==> src/rtl/smbRegPkg.sv <==
package smbRegPkg;

  localparam int NUM_REGS = 8;
  localparam int MODE_IDX = 1;
  localparam int CNT_IDX  = 7;

  typedef enum logic [2:0] {
    ST_IDLE,
    ST_RX,
    ST_ACK,
    ST_TX,
    ST_MACK,
    ST_SKIP
  } busState_t;

  typedef enum logic [1:0] {
    ROLE_ADDR,
    ROLE_INDEX,
    ROLE_COUNT,
    ROLE_DATA
  } byteRole_t;

  // one-cycle requests from the bus engine to the register datapath
  typedef struct packed {
    logic       loadIdx;
    logic       loadCnt;
    logic       wrData;
    logic       advRead;
    logic [7:0] rxByte;
  } dpStrobe_t;

  // bits the host may change
  function automatic logic [7:0] wrMask(input int idx);
    case (idx)
      0, 2:    return 8'hDD;
      1:       return 8'h3B;
      3:       return 8'h39;
      7:       return 8'h1F;
      default: return 8'h00;
    endcase
  endfunction

  // value of the bits the host may not change
  function automatic logic [7:0] fixedBits(input int idx);
    case (idx)
      0, 2:    return 8'h22;
      1:       return 8'h04;
      3:       return 8'h06;
      4:       return 8'hFF;
      5:       return 8'h01;  // revision 0, vendor code 1
      6:       return 8'h46;  // type 01, id 000110
      default: return 8'h00;
    endcase
  endfunction

  // reset value of the writable bits
  function automatic logic [7:0] resetBits(input int idx);
    case (idx)
      0, 2:    return 8'hFF;
      1:       return 8'h02;
      3:       return 8'h01;
      7:       return 8'h08;
      default: return 8'h00;
    endcase
  endfunction

endpackage

==> src/rtl/smbBusCtrl.sv <==
module smbBusCtrl
  import smbRegPkg::*;
#(
  parameter int         SYNC_STAGES = 2,
  parameter logic [6:0] ADDR_LO     = 7'h6B,
  parameter logic [6:0] ADDR_MID    = 7'h6C,
  parameter logic [6:0] ADDR_HI     = 7'h6D
) (
  input  logic       clk,
  input  logic       rstN,
  input  logic       busEn,
  input  logic       pwrGood,
  input  logic [1:0] strapLvl,
  input  logic       sclIn,
  input  logic       sdaIn,
  input  logic [7:0] cntByte,
  input  logic [7:0] rdByte,
  output dpStrobe_t  dpStb,
  output logic       sdaDrvLow
);

  localparam int BIT_W = 4;
  localparam logic [BIT_W-1:0] LAST_BIT = BIT_W'(8);

  // input synchronisers
  logic [SYNC_STAGES-1:0] sclPipe, sdaPipe;
  logic sclS, sdaS, sclP, sdaP;

  always_ff @(posedge clk or negedge rstN) begin
    if (!rstN) begin
      sclPipe <= '1;
      sdaPipe <= '1;
      sclP    <= 1'b1;
      sdaP    <= 1'b1;
    end else begin
      sclPipe <= {sclPipe[SYNC_STAGES-2:0], sclIn};
      sdaPipe <= {sdaPipe[SYNC_STAGES-2:0], sdaIn};
      sclP    <= sclS;
      sdaP    <= sdaS;
    end
  end

  assign sclS = sclPipe[SYNC_STAGES-1];
  assign sdaS = sdaPipe[SYNC_STAGES-1];

  logic startEv, stopEv, sclRise, sclFall;
  assign startEv = sclS && sclP && sdaP && !sdaS;
  assign stopEv  = sclS && sclP && !sdaP && sdaS;
  assign sclRise = sclS && !sclP;
  assign sclFall = !sclS && sclP;

  // strap capture at the first power-good rise
  function automatic logic [6:0] pickAddr(input logic [1:0] lvl);
    case (lvl)
      2'd0:    return ADDR_LO;
      2'd1:    return ADDR_MID;
      default: return ADDR_HI;
    endcase
  endfunction

  logic       pgQ, captured;
  logic [6:0] myAddr;

  always_ff @(posedge clk or negedge rstN) begin
    if (!rstN) begin
      pgQ      <= 1'b0;
      captured <= 1'b0;
      myAddr   <= '0;
    end else begin
      pgQ <= pwrGood;
      if (pwrGood && !pgQ && !captured) begin
        captured <= 1'b1;
        myAddr   <= pickAddr(strapLvl);
      end
    end
  end

  logic active;
  assign active = busEn && captured;

  // protocol engine
  busState_t        state;
  byteRole_t        role;
  logic [BIT_W-1:0] bitCnt;
  logic [7:0]       shReg, txByte;
  logic             readDir, sdaLowQ;

  always_ff @(posedge clk or negedge rstN) begin
    if (!rstN) begin
      state   <= ST_IDLE;
      role    <= ROLE_ADDR;
      bitCnt  <= '0;
      shReg   <= '0;
      txByte  <= '0;
      readDir <= 1'b0;
      sdaLowQ <= 1'b0;
      dpStb   <= '0;
    end else begin
      dpStb <= '0;
      if (!active) begin
        state   <= ST_IDLE;
        sdaLowQ <= 1'b0;
      end else if (startEv) begin
        state   <= ST_RX;
        role    <= ROLE_ADDR;
        bitCnt  <= '0;
        readDir <= 1'b0;
        sdaLowQ <= 1'b0;
      end else if (stopEv) begin
        state   <= ST_IDLE;
        sdaLowQ <= 1'b0;
      end else begin
        case (state)
          ST_RX: begin
            if (sclRise) begin
              shReg  <= {shReg[6:0], sdaS};
              bitCnt <= bitCnt + BIT_W'(1);
            end else if (sclFall && bitCnt == LAST_BIT) begin
              bitCnt <= '0;
              if (role == ROLE_ADDR && shReg[7:1] != myAddr) begin
                state <= ST_SKIP;
              end else begin
                state   <= ST_ACK;
                sdaLowQ <= 1'b1;
                dpStb.rxByte <= shReg;
                case (role)
                  ROLE_ADDR: begin
                    readDir <= shReg[0];
                    role    <= ROLE_INDEX;
                  end
                  ROLE_INDEX: begin
                    dpStb.loadIdx <= 1'b1;
                    role          <= ROLE_COUNT;
                  end
                  ROLE_COUNT: begin
                    dpStb.loadCnt <= 1'b1;
                    role          <= ROLE_DATA;
                  end
                  default: dpStb.wrData <= 1'b1;
                endcase
              end
            end
          end
          ST_ACK: begin
            if (sclFall) begin
              bitCnt <= '0;
              if (readDir) begin
                state   <= ST_TX;
                txByte  <= cntByte;
                sdaLowQ <= !cntByte[7];
              end else begin
                state   <= ST_RX;
                sdaLowQ <= 1'b0;
              end
            end
          end
          ST_TX: begin
            if (sclRise) begin
              bitCnt <= bitCnt + BIT_W'(1);
            end else if (sclFall) begin
              if (bitCnt == LAST_BIT) begin
                state   <= ST_MACK;
                sdaLowQ <= 1'b0;
              end else begin
                sdaLowQ <= !txByte[6];
                txByte  <= {txByte[6:0], 1'b0};
              end
            end
          end
          ST_MACK: begin
            if (sclRise) begin
              if (sdaS) state <= ST_SKIP;
            end else if (sclFall) begin
              state         <= ST_TX;
              bitCnt        <= '0;
              txByte        <= rdByte;
              sdaLowQ       <= !rdByte[7];
              dpStb.advRead <= 1'b1;
            end
          end
          default: ;
        endcase
      end
    end
  end

  assign sdaDrvLow = sdaLowQ;

  assert_sda_rise_scl_low_R12: assert property (@(posedge clk) disable iff (!rstN)
    $rose(sdaLowQ) |-> !sclS);

  assert_released_when_quiet_R2: assert property (@(posedge clk) disable iff (!rstN)
    (state == ST_IDLE || state == ST_SKIP) |-> !sdaLowQ);

  assert_release_on_disable_R10: assert property (@(posedge clk) disable iff (!rstN)
    !busEn |=> !sdaLowQ);

  assert_addr_locked_R1: assert property (@(posedge clk) disable iff (!rstN)
    captured |=> (captured && $stable(myAddr)));

endmodule

==> src/rtl/smbRegData.sv <==
module smbRegData
  import smbRegPkg::*;
(
  input  logic                    clk,
  input  logic                    rstN,
  input  dpStrobe_t               dpStb,
  input  logic [1:0]              pllModeSense,
  output logic [7:0]              rdByte,
  output logic [7:0]              cntByte,
  output logic [NUM_REGS*8-1:0]   cfgView
);

  localparam int SEL_W = $clog2(NUM_REGS);

  logic [7:0] regQ  [NUM_REGS];
  logic [7:0] viewW [NUM_REGS];
  logic [7:0] ptrQ, remainQ;

  always_ff @(posedge clk or negedge rstN) begin
    if (!rstN) begin
      for (int i = 0; i < NUM_REGS; i++) regQ[i] <= resetBits(i) & wrMask(i);
      ptrQ    <= '0;
      remainQ <= '0;
    end else begin
      if (dpStb.loadIdx) ptrQ    <= dpStb.rxByte;
      if (dpStb.loadCnt) remainQ <= dpStb.rxByte;
      if (dpStb.advRead) ptrQ    <= ptrQ + 8'd1;
      if (dpStb.wrData && remainQ != 8'd0) begin
        for (int i = 0; i < NUM_REGS; i++) begin
          if (ptrQ == 8'(i))
            regQ[i] <= (regQ[i] & ~wrMask(i)) | (dpStb.rxByte & wrMask(i));
        end
        ptrQ    <= ptrQ + 8'd1;
        remainQ <= remainQ - 8'd1;
      end
    end
  end

  for (genvar g = 0; g < NUM_REGS; g++) begin : gView
    localparam logic [7:0] M = wrMask(g);
    localparam logic [7:0] F = fixedBits(g);
    logic [7:0] base;
    assign base = (regQ[g] & M) | (F & ~M);
    if (g == MODE_IDX) begin : gMode
      assign viewW[g] = {pllModeSense, base[5:0]};
    end else begin : gPlain
      assign viewW[g] = base;
    end
    assign cfgView[g*8 +: 8] = viewW[g];
  end

  assign rdByte  = (ptrQ < 8'(NUM_REGS)) ? viewW[ptrQ[SEL_W-1:0]] : 8'hFF;
  assign cntByte = viewW[CNT_IDX];

  assert_count_decrements_R3: assert property (@(posedge clk) disable iff (!rstN)
    (dpStb.wrData && remainQ != 8'd0) |=> (remainQ == $past(remainQ) - 8'd1));

  assert_spent_count_holds_R4: assert property (@(posedge clk) disable iff (!rstN)
    (dpStb.wrData && remainQ == 8'd0) |=> (remainQ == 8'd0 && $stable(ptrQ)));

endmodule

==> src/rtl/smbBlockRegs.sv <==
module smbBlockRegs
  import smbRegPkg::*;
#(
  parameter int         SYNC_STAGES = 2,
  parameter logic [6:0] ADDR_LO     = 7'h6B,
  parameter logic [6:0] ADDR_MID    = 7'h6C,
  parameter logic [6:0] ADDR_HI     = 7'h6D
) (
  input  logic                  clk,
  input  logic                  rstN,
  input  logic                  busEn,
  input  logic                  pwrGood,
  input  logic [1:0]            strapLvl,
  input  logic [1:0]            pllModeSense,
  input  logic                  sclIn,
  input  logic                  sdaIn,
  output logic                  sdaDrvLow,
  output logic [NUM_REGS*8-1:0] cfgView
);

  dpStrobe_t  dpStb;
  logic [7:0] rdByte, cntByte;

  smbBusCtrl #(
    .SYNC_STAGES (SYNC_STAGES),
    .ADDR_LO     (ADDR_LO),
    .ADDR_MID    (ADDR_MID),
    .ADDR_HI     (ADDR_HI)
  ) uCtrl (
    .clk       (clk),
    .rstN      (rstN),
    .busEn     (busEn),
    .pwrGood   (pwrGood),
    .strapLvl  (strapLvl),
    .sclIn     (sclIn),
    .sdaIn     (sdaIn),
    .cntByte   (cntByte),
    .rdByte    (rdByte),
    .dpStb     (dpStb),
    .sdaDrvLow (sdaDrvLow)
  );

  smbRegData uData (
    .clk          (clk),
    .rstN         (rstN),
    .dpStb        (dpStb),
    .pllModeSense (pllModeSense),
    .rdByte       (rdByte),
    .cntByte      (cntByte),
    .cfgView      (cfgView)
  );

endmodule

==> config.mk <==
export PLATFORM = sky130hd
export DESIGN_NAME = smbBlockRegs
export DESIGN_NICKNAME = d
export VERILOG_FILES = /design/src/rtl/smbRegPkg.sv /design/src/rtl/smbBusCtrl.sv /design/src/rtl/smbRegData.sv /design/src/rtl/smbBlockRegs.sv
export SDC_FILE = /design/constraint.sdc
export NUM_CORES = 1
export LEC_CHECK = 0
export BUFFER_PORTS_ARGS = -buffer_cell sky130_fd_sc_hd__buf_2
export CAP_MARGIN = 10
export CORE_ASPECT_RATIO = 1.4
export CORE_MARGIN = 1
export CORE_UTILIZATION = 60
export DETAILED_ROUTE_END_ITERATION = 8
export PLACE_DENSITY_LB_ADDON = 0.3
export SLEW_MARGIN = 15
export SYNTH_ARGS = -nofsm -noshare
export SYNTH_HDL_FRONTEND = slang
export SYNTH_HIERARCHICAL = 1
export SYNTH_SLANG_ARGS = --single-unit
==> constraint.sdc <==
create_clock -name clk -period 6.65 [get_ports clk]
set_input_delay 1.33 -clock clk [delete_from_list [all_inputs] [get_ports clk]]
set_output_delay 1.33 -clock clk [all_outputs]
set_load 0.05 [all_outputs]
---- Yosys cells after proc, flatten, opt, wreduce, memory -nomap -nowiden ----
Index checks and enable logic that the tools add are counted.
cells by class
  $add $sub $neg .......................... 3
  magnitude comparators ................... 2
  equality and inequality tests ........... 38
  mux-type cells .......................... 96
  bitwise operators ....................... 23
  reductions and logical operators ........ 46
operators by type and width
  kind                 number
  $mux 8               22
  $and 8x8->8          10
  $mux 3               17
  $mux 7               7
  $not 8->8            5
  $or 8x8->8           5
  $mux 12              3
  $ne 5x3->1 const B   6
  $mux 4               7
  $mux 1               26
  $bmux 8 s3           1
  $pmux 7 s3           1
  $reduce_and 9->1     2
  $eq 8x2->1 const B   2
  $pmux 4 s4           1
  $ne 5x2->1 const B   3
  $mux 2               7
  $ne 2x1->1 const B   7
  $reduce_and 7->1     2
  $logic_and 1x1->1    13
  $pmux 3 s4           1
  $reduce_and 11->1    1
  $reduce_and 2->1     5
  $add 8x1->8 const B  1
  36 further kinds     53
storage, ports and cells
  register bits after elaboration ......... 109
  bits of input ports ..................... 10
  output and inout port bits .............. 65
  word-level logic and storage cells ...... 234

---- Depth between registers and ports, before layout ----
  depth in word-level cells ............... 12
  gate-level depth with buffers ........... 10
  mapped depth without buffers ............ 8

---- Hierarchy ----
The synthesis kept the hierarchy.
modules (own cells, without submodules)
  module      times used  cells each  area each (um^2)  seq. area each (um^2)
  smbRegData  1           273         2788.9            1069.8
  smbBusCtrl  1           239         2522.4            1233.7

---- Worst setup path after synthesis ----
No wires, ideal clock.
  path kind ............................... input to output
  start point ............................. in pllModeSense[0]
  end point ............................... out cfgView[14]
  data arrival time ....................... 1500 ps
  slack ................................... 3820 ps
  stages on the path ...................... 1
  path buffers ............................ 1
  cells stage by stage .................... buf_4
RTL lines
  what             RTL line            source
  start, declared  smbBlockRegs.sv:14  input logic [1:0] pllModeSense,
  end, declared    smbBlockRegs.sv:18  output logic [NUM_REGS*8-1:0] cfgView
No word-level cell between the ends.

---- Worst setup path in the final report ----
  start point ............................. in pllModeSense[1]
  end point ............................... out cfgView[15]
No word-level cell between the ends.

==> summary.txt <==
Logic synthesis
  • Synth async-reset ratio: 100%
  • Synth Area in Adders: 3.77%
  • Post-synth top area share: 33.0%
  • Area leader, netlist: dfrtp_1
  • XOR/XNOR share of the synthesized area: 0.989%
  • Synth cell count leaders: 70 x dfrtp_1, 47 x buf_4, 36 x nand2_1
  • Distinct cell type count after synthesis: 75
  • Synth Instances: 512
  • Seq/Total Area, Yosys: 43.4%
  • Post-Syn Area: 5310 sq um
  • Top-count cell post-synth: dfrtp_1
  • Synth Register Bits: 91
  • Synth Flop Type: dfrtp_1
  • Synth Area in Compound Gates: 14.3%
  • EDFF count, synth: 0
  • Synth top area cells: dfrtp_1 33%, dfstp_2 10%, mux2_2 7.4%, buf_4 6.6%, ha_1 3.8%
  • Post-Synth Simple-Gate Area: 15.5%
  • Mux contribution to synthesized area: 11.8%
  • Yosys warns: 6
  • Mapped Avg Cell Area: 10.4 sq um
  • Largest family of logic cells by synthesized area: simple AND/OR/NAND/NOR gates

Power
  • Overall power: 1.51 mW
  • Leak: 2.64 nW
  • Combinational power share: 20.4%
  • PwrDens: 267 nW/um^2
  • Power share of the clock group: 36.6%
  • Switch Pwr: 0.479 mW
  • Maximum vdd drop: 0.000178 V
  • Switching share of power: 31.7%
  • Internal Pwr Total: 1.03 mW
  • Sequential Power Share: 43.1%

Placed design
  • GP Congestion: 0.835
  • I/O Buffers: 38
  • Post-Place Cell Area: 5320 sq um
  • Final HPWL DP: 7760 um
  • Placed insts: 626

Worst setup path
  • CP Buf/Inv Count: 2
  • CP max stage delay: 0.25 ns
  • CP max stage cell: buf_2
  • Internal reg-to-reg setup slack: 3.71 ns
  • CP required: 5.32 ns
  • CP Cell Sequence: buf_2 > buf_2
  • Critical Path Most Common Cell: buf_2
  • Critical Path AT: 1.67 ns
  • Delay-heaviest family, CP: buffers and inverters
  • CP Launch Type: input port
  • Kind of critical path: in2out
  • Reg2reg start: uData/remainQ[0]
  • Crit Path Max Fanout: 2
  • Crit end category: primary output
  • Reg2Reg Depth: 6
  • Critical R2R Capture: uData/ptrQ[2]

GRT
  • Total GRT Usage: 25.9%
  • Largest net degree at the start of global routing: 55
  • Initial antenna violation count: 0
  • Total grt overflow: 0
  • Number of global-route vias before repair: 3693
  • First-pass GRT wire length: 18000 um

Min path
  • Worst hold path type: reg2reg
  • Hold Path End: uCtrl/sclPipe[1]
  • Critical hold path startpoint: uCtrl/sclPipe[0]
  • Hold path depth: 0

Run
  • MaxCap Viol Count: 0

Finish
  • Area growth syn-to-layout: 6.34%
  • Final nets: 558
  • Final core occ: 65.6%
  • Diode count: 0
  • Fin cells: 642
  • Share of cells above drive strength 1: 26.4%
  • Fin area: 5650 sq um

Clocking
  • CTS tree: done
  • CTS root buf: clkbuf_16
  • Setup bufs post-CTS: 0
  • Post-CTS Resized: 0
  • CTS Hold Buffers Added: 0
  • CTS Sinks: 91
  • # H-tree levels: 3
  • Inserted Clock Buffers: 9
  • Clk pin slew, worst setup/hold paths: 0.07 ns
  • Skew-Pair Late Insertion Delay: 0.34 ns
  • Clock buffer depth: 2

Timing
  • Max-slew headroom: 24.4%
  • Setup violators final: 0
  • Worst Tran Pin Value: 1.12 ns
  • Unrepaired setup endpoints after global routing: no
  • Setup_tns: 0 ns
  • Hold Vio Cnt, Final: 0
  • Fmax: 334 MHz
  • Worst clock skew: 0.00642 ns
  • Slew Limit Fails: 0
  • Tmin final: 3.00 ns
  • Final cycle utilization of the critical path: 45.1%

Floorplanning
  • Die X: 81.5 um
  • Core ar.: 8610 sq um
  • Die ar.: 9240 sq um
  • Initial Util: 61.7%
  • Row count: 40
  • Io pins: 75
  • Die Y-Extent: 113 um

Status
  • Outcome: finished, final reports clean

Routing
  • Post-route DRC: 0
  • Vias post-DR: 3828
  • Drt via density: 5.96
  • Post-DRT Antenna Nets: 0
  • Routed WL: 11000 um
  • Pre-antenna DRT Iters: 4
  • WL per Instance: 17.2 um
  • Iter 0 DRT Violations: 255
how the worst max path moves through the flow:
stage | startpoint | to | slack (ns) | depth (start not counted)
after global placement | pllModeSense[1] | cfgView[15] | 3.66 | 2
final | pllModeSense[1] | cfgView[15] | 3.65 | 2
after floorplan | pllModeSense[0] | cfgView[14] | 3.82 | 1
after global routing | uData/remainQ[0] | uData/ptrQ[2] | 3.52 | 6
after detailed placement | pllModeSense[1] | cfgView[15] | 3.66 | 2
after CTS | pllModeSense[1] | cfgView[15] | 3.65 | 2
kinds of logic (layout without fill, tap and decap cells):
family	Yosys count	count (layout)
AOI/OAI and AO/OA	106	106
xor gates and xnor gates	6	6
adders and majority gates	16	16
buffers and inverters	89	77
DFF	91	91
muxes	52	52
other	2	39
and+or+nand+nor	150	150
area by class of cell:
cell class / count / area [sq um]
fillers: 685 / 2960
multi-input cells: 369 / 2610
flip-flops and latches: 91 / 2300
clock buffers: 9 / 225
repair buffers: 39 / 200
well taps: 105 / 131
clock inverters: 7 / 98.8
inverters: 22 / 82.6
metal layers:
metal	part of all wire (%)	vias to the layer above	routed length, um	track usage (%)
li1	-	1798	-	-
met1	40	1867	4440	31.2
met2	52	138	5690	42.4
met3	5.7	25	624	6.85
met4	2.5	0	277	12.0
met5	0	-	0	0
placed cells by master (no fill, tap or decap), types with 4 or more instances in the layout:
cell type   n
clkbuf_16   9
xnor2_1     4
inv_1      22
nand4_1     4
nand2b_1    5
mux2_2     35
and2_1     12
dfstp_2    21
nand2_1    36
o21ai_0    28
nand3_1    32
and3_1      5
nor2_1     16
o211ai_1    4
o221a_2     5
nor3_2      4
ha_1       16
or3_1       7
nor2b_1     4
buf_2      37
conb_1     39
mux2_4      5
dfrtp_1    70
mux2i_1     9
nor3_1      4
a21oi_1    20
a22o_1      7
per-stage QoR:
| stage | hold slack (ns) | setup slack [ns] |
|---|---|---|
| after floorplan | 0.345 | 3.82 |
| after global placement | 0.348 | 3.66 |
| after detailed placement | 0.348 | 3.66 |
| after CTS | 0.359 | 3.65 |
| after global routing | 0.359 | 3.52 |
| final | 0.358 | 3.65 |
sequential cells by signal, indices dropped and copies added (netlist names), 2 cells and up:
signal         flops
uCtrl/myAddr       3
uCtrl/sclPipe      2
uCtrl/state        3
uCtrl/txByte       7
uCtrl/dpStb       12
uCtrl/shReg        8
uCtrl/bitCnt       4
uData/cfgView     26
uCtrl/role         2
uCtrl/sdaPipe      2
uData/remainQ      8
uData/ptrQ         8
power groups by stage:
stage	combinational, mW	clock [mW]	sequential, mW
6_report	0.307	0.552	0.650
5_1_grt	0.336	0.588	0.657
4_1_cts	0.304	0.561	0.648
3_5_place_dp	0.302	0	0.658
3_3_place_gp	0.291	0	0.656
2_1_floorplan	0.285	0	0.634
No activity file was read; power rests on OpenSTA's default activity.
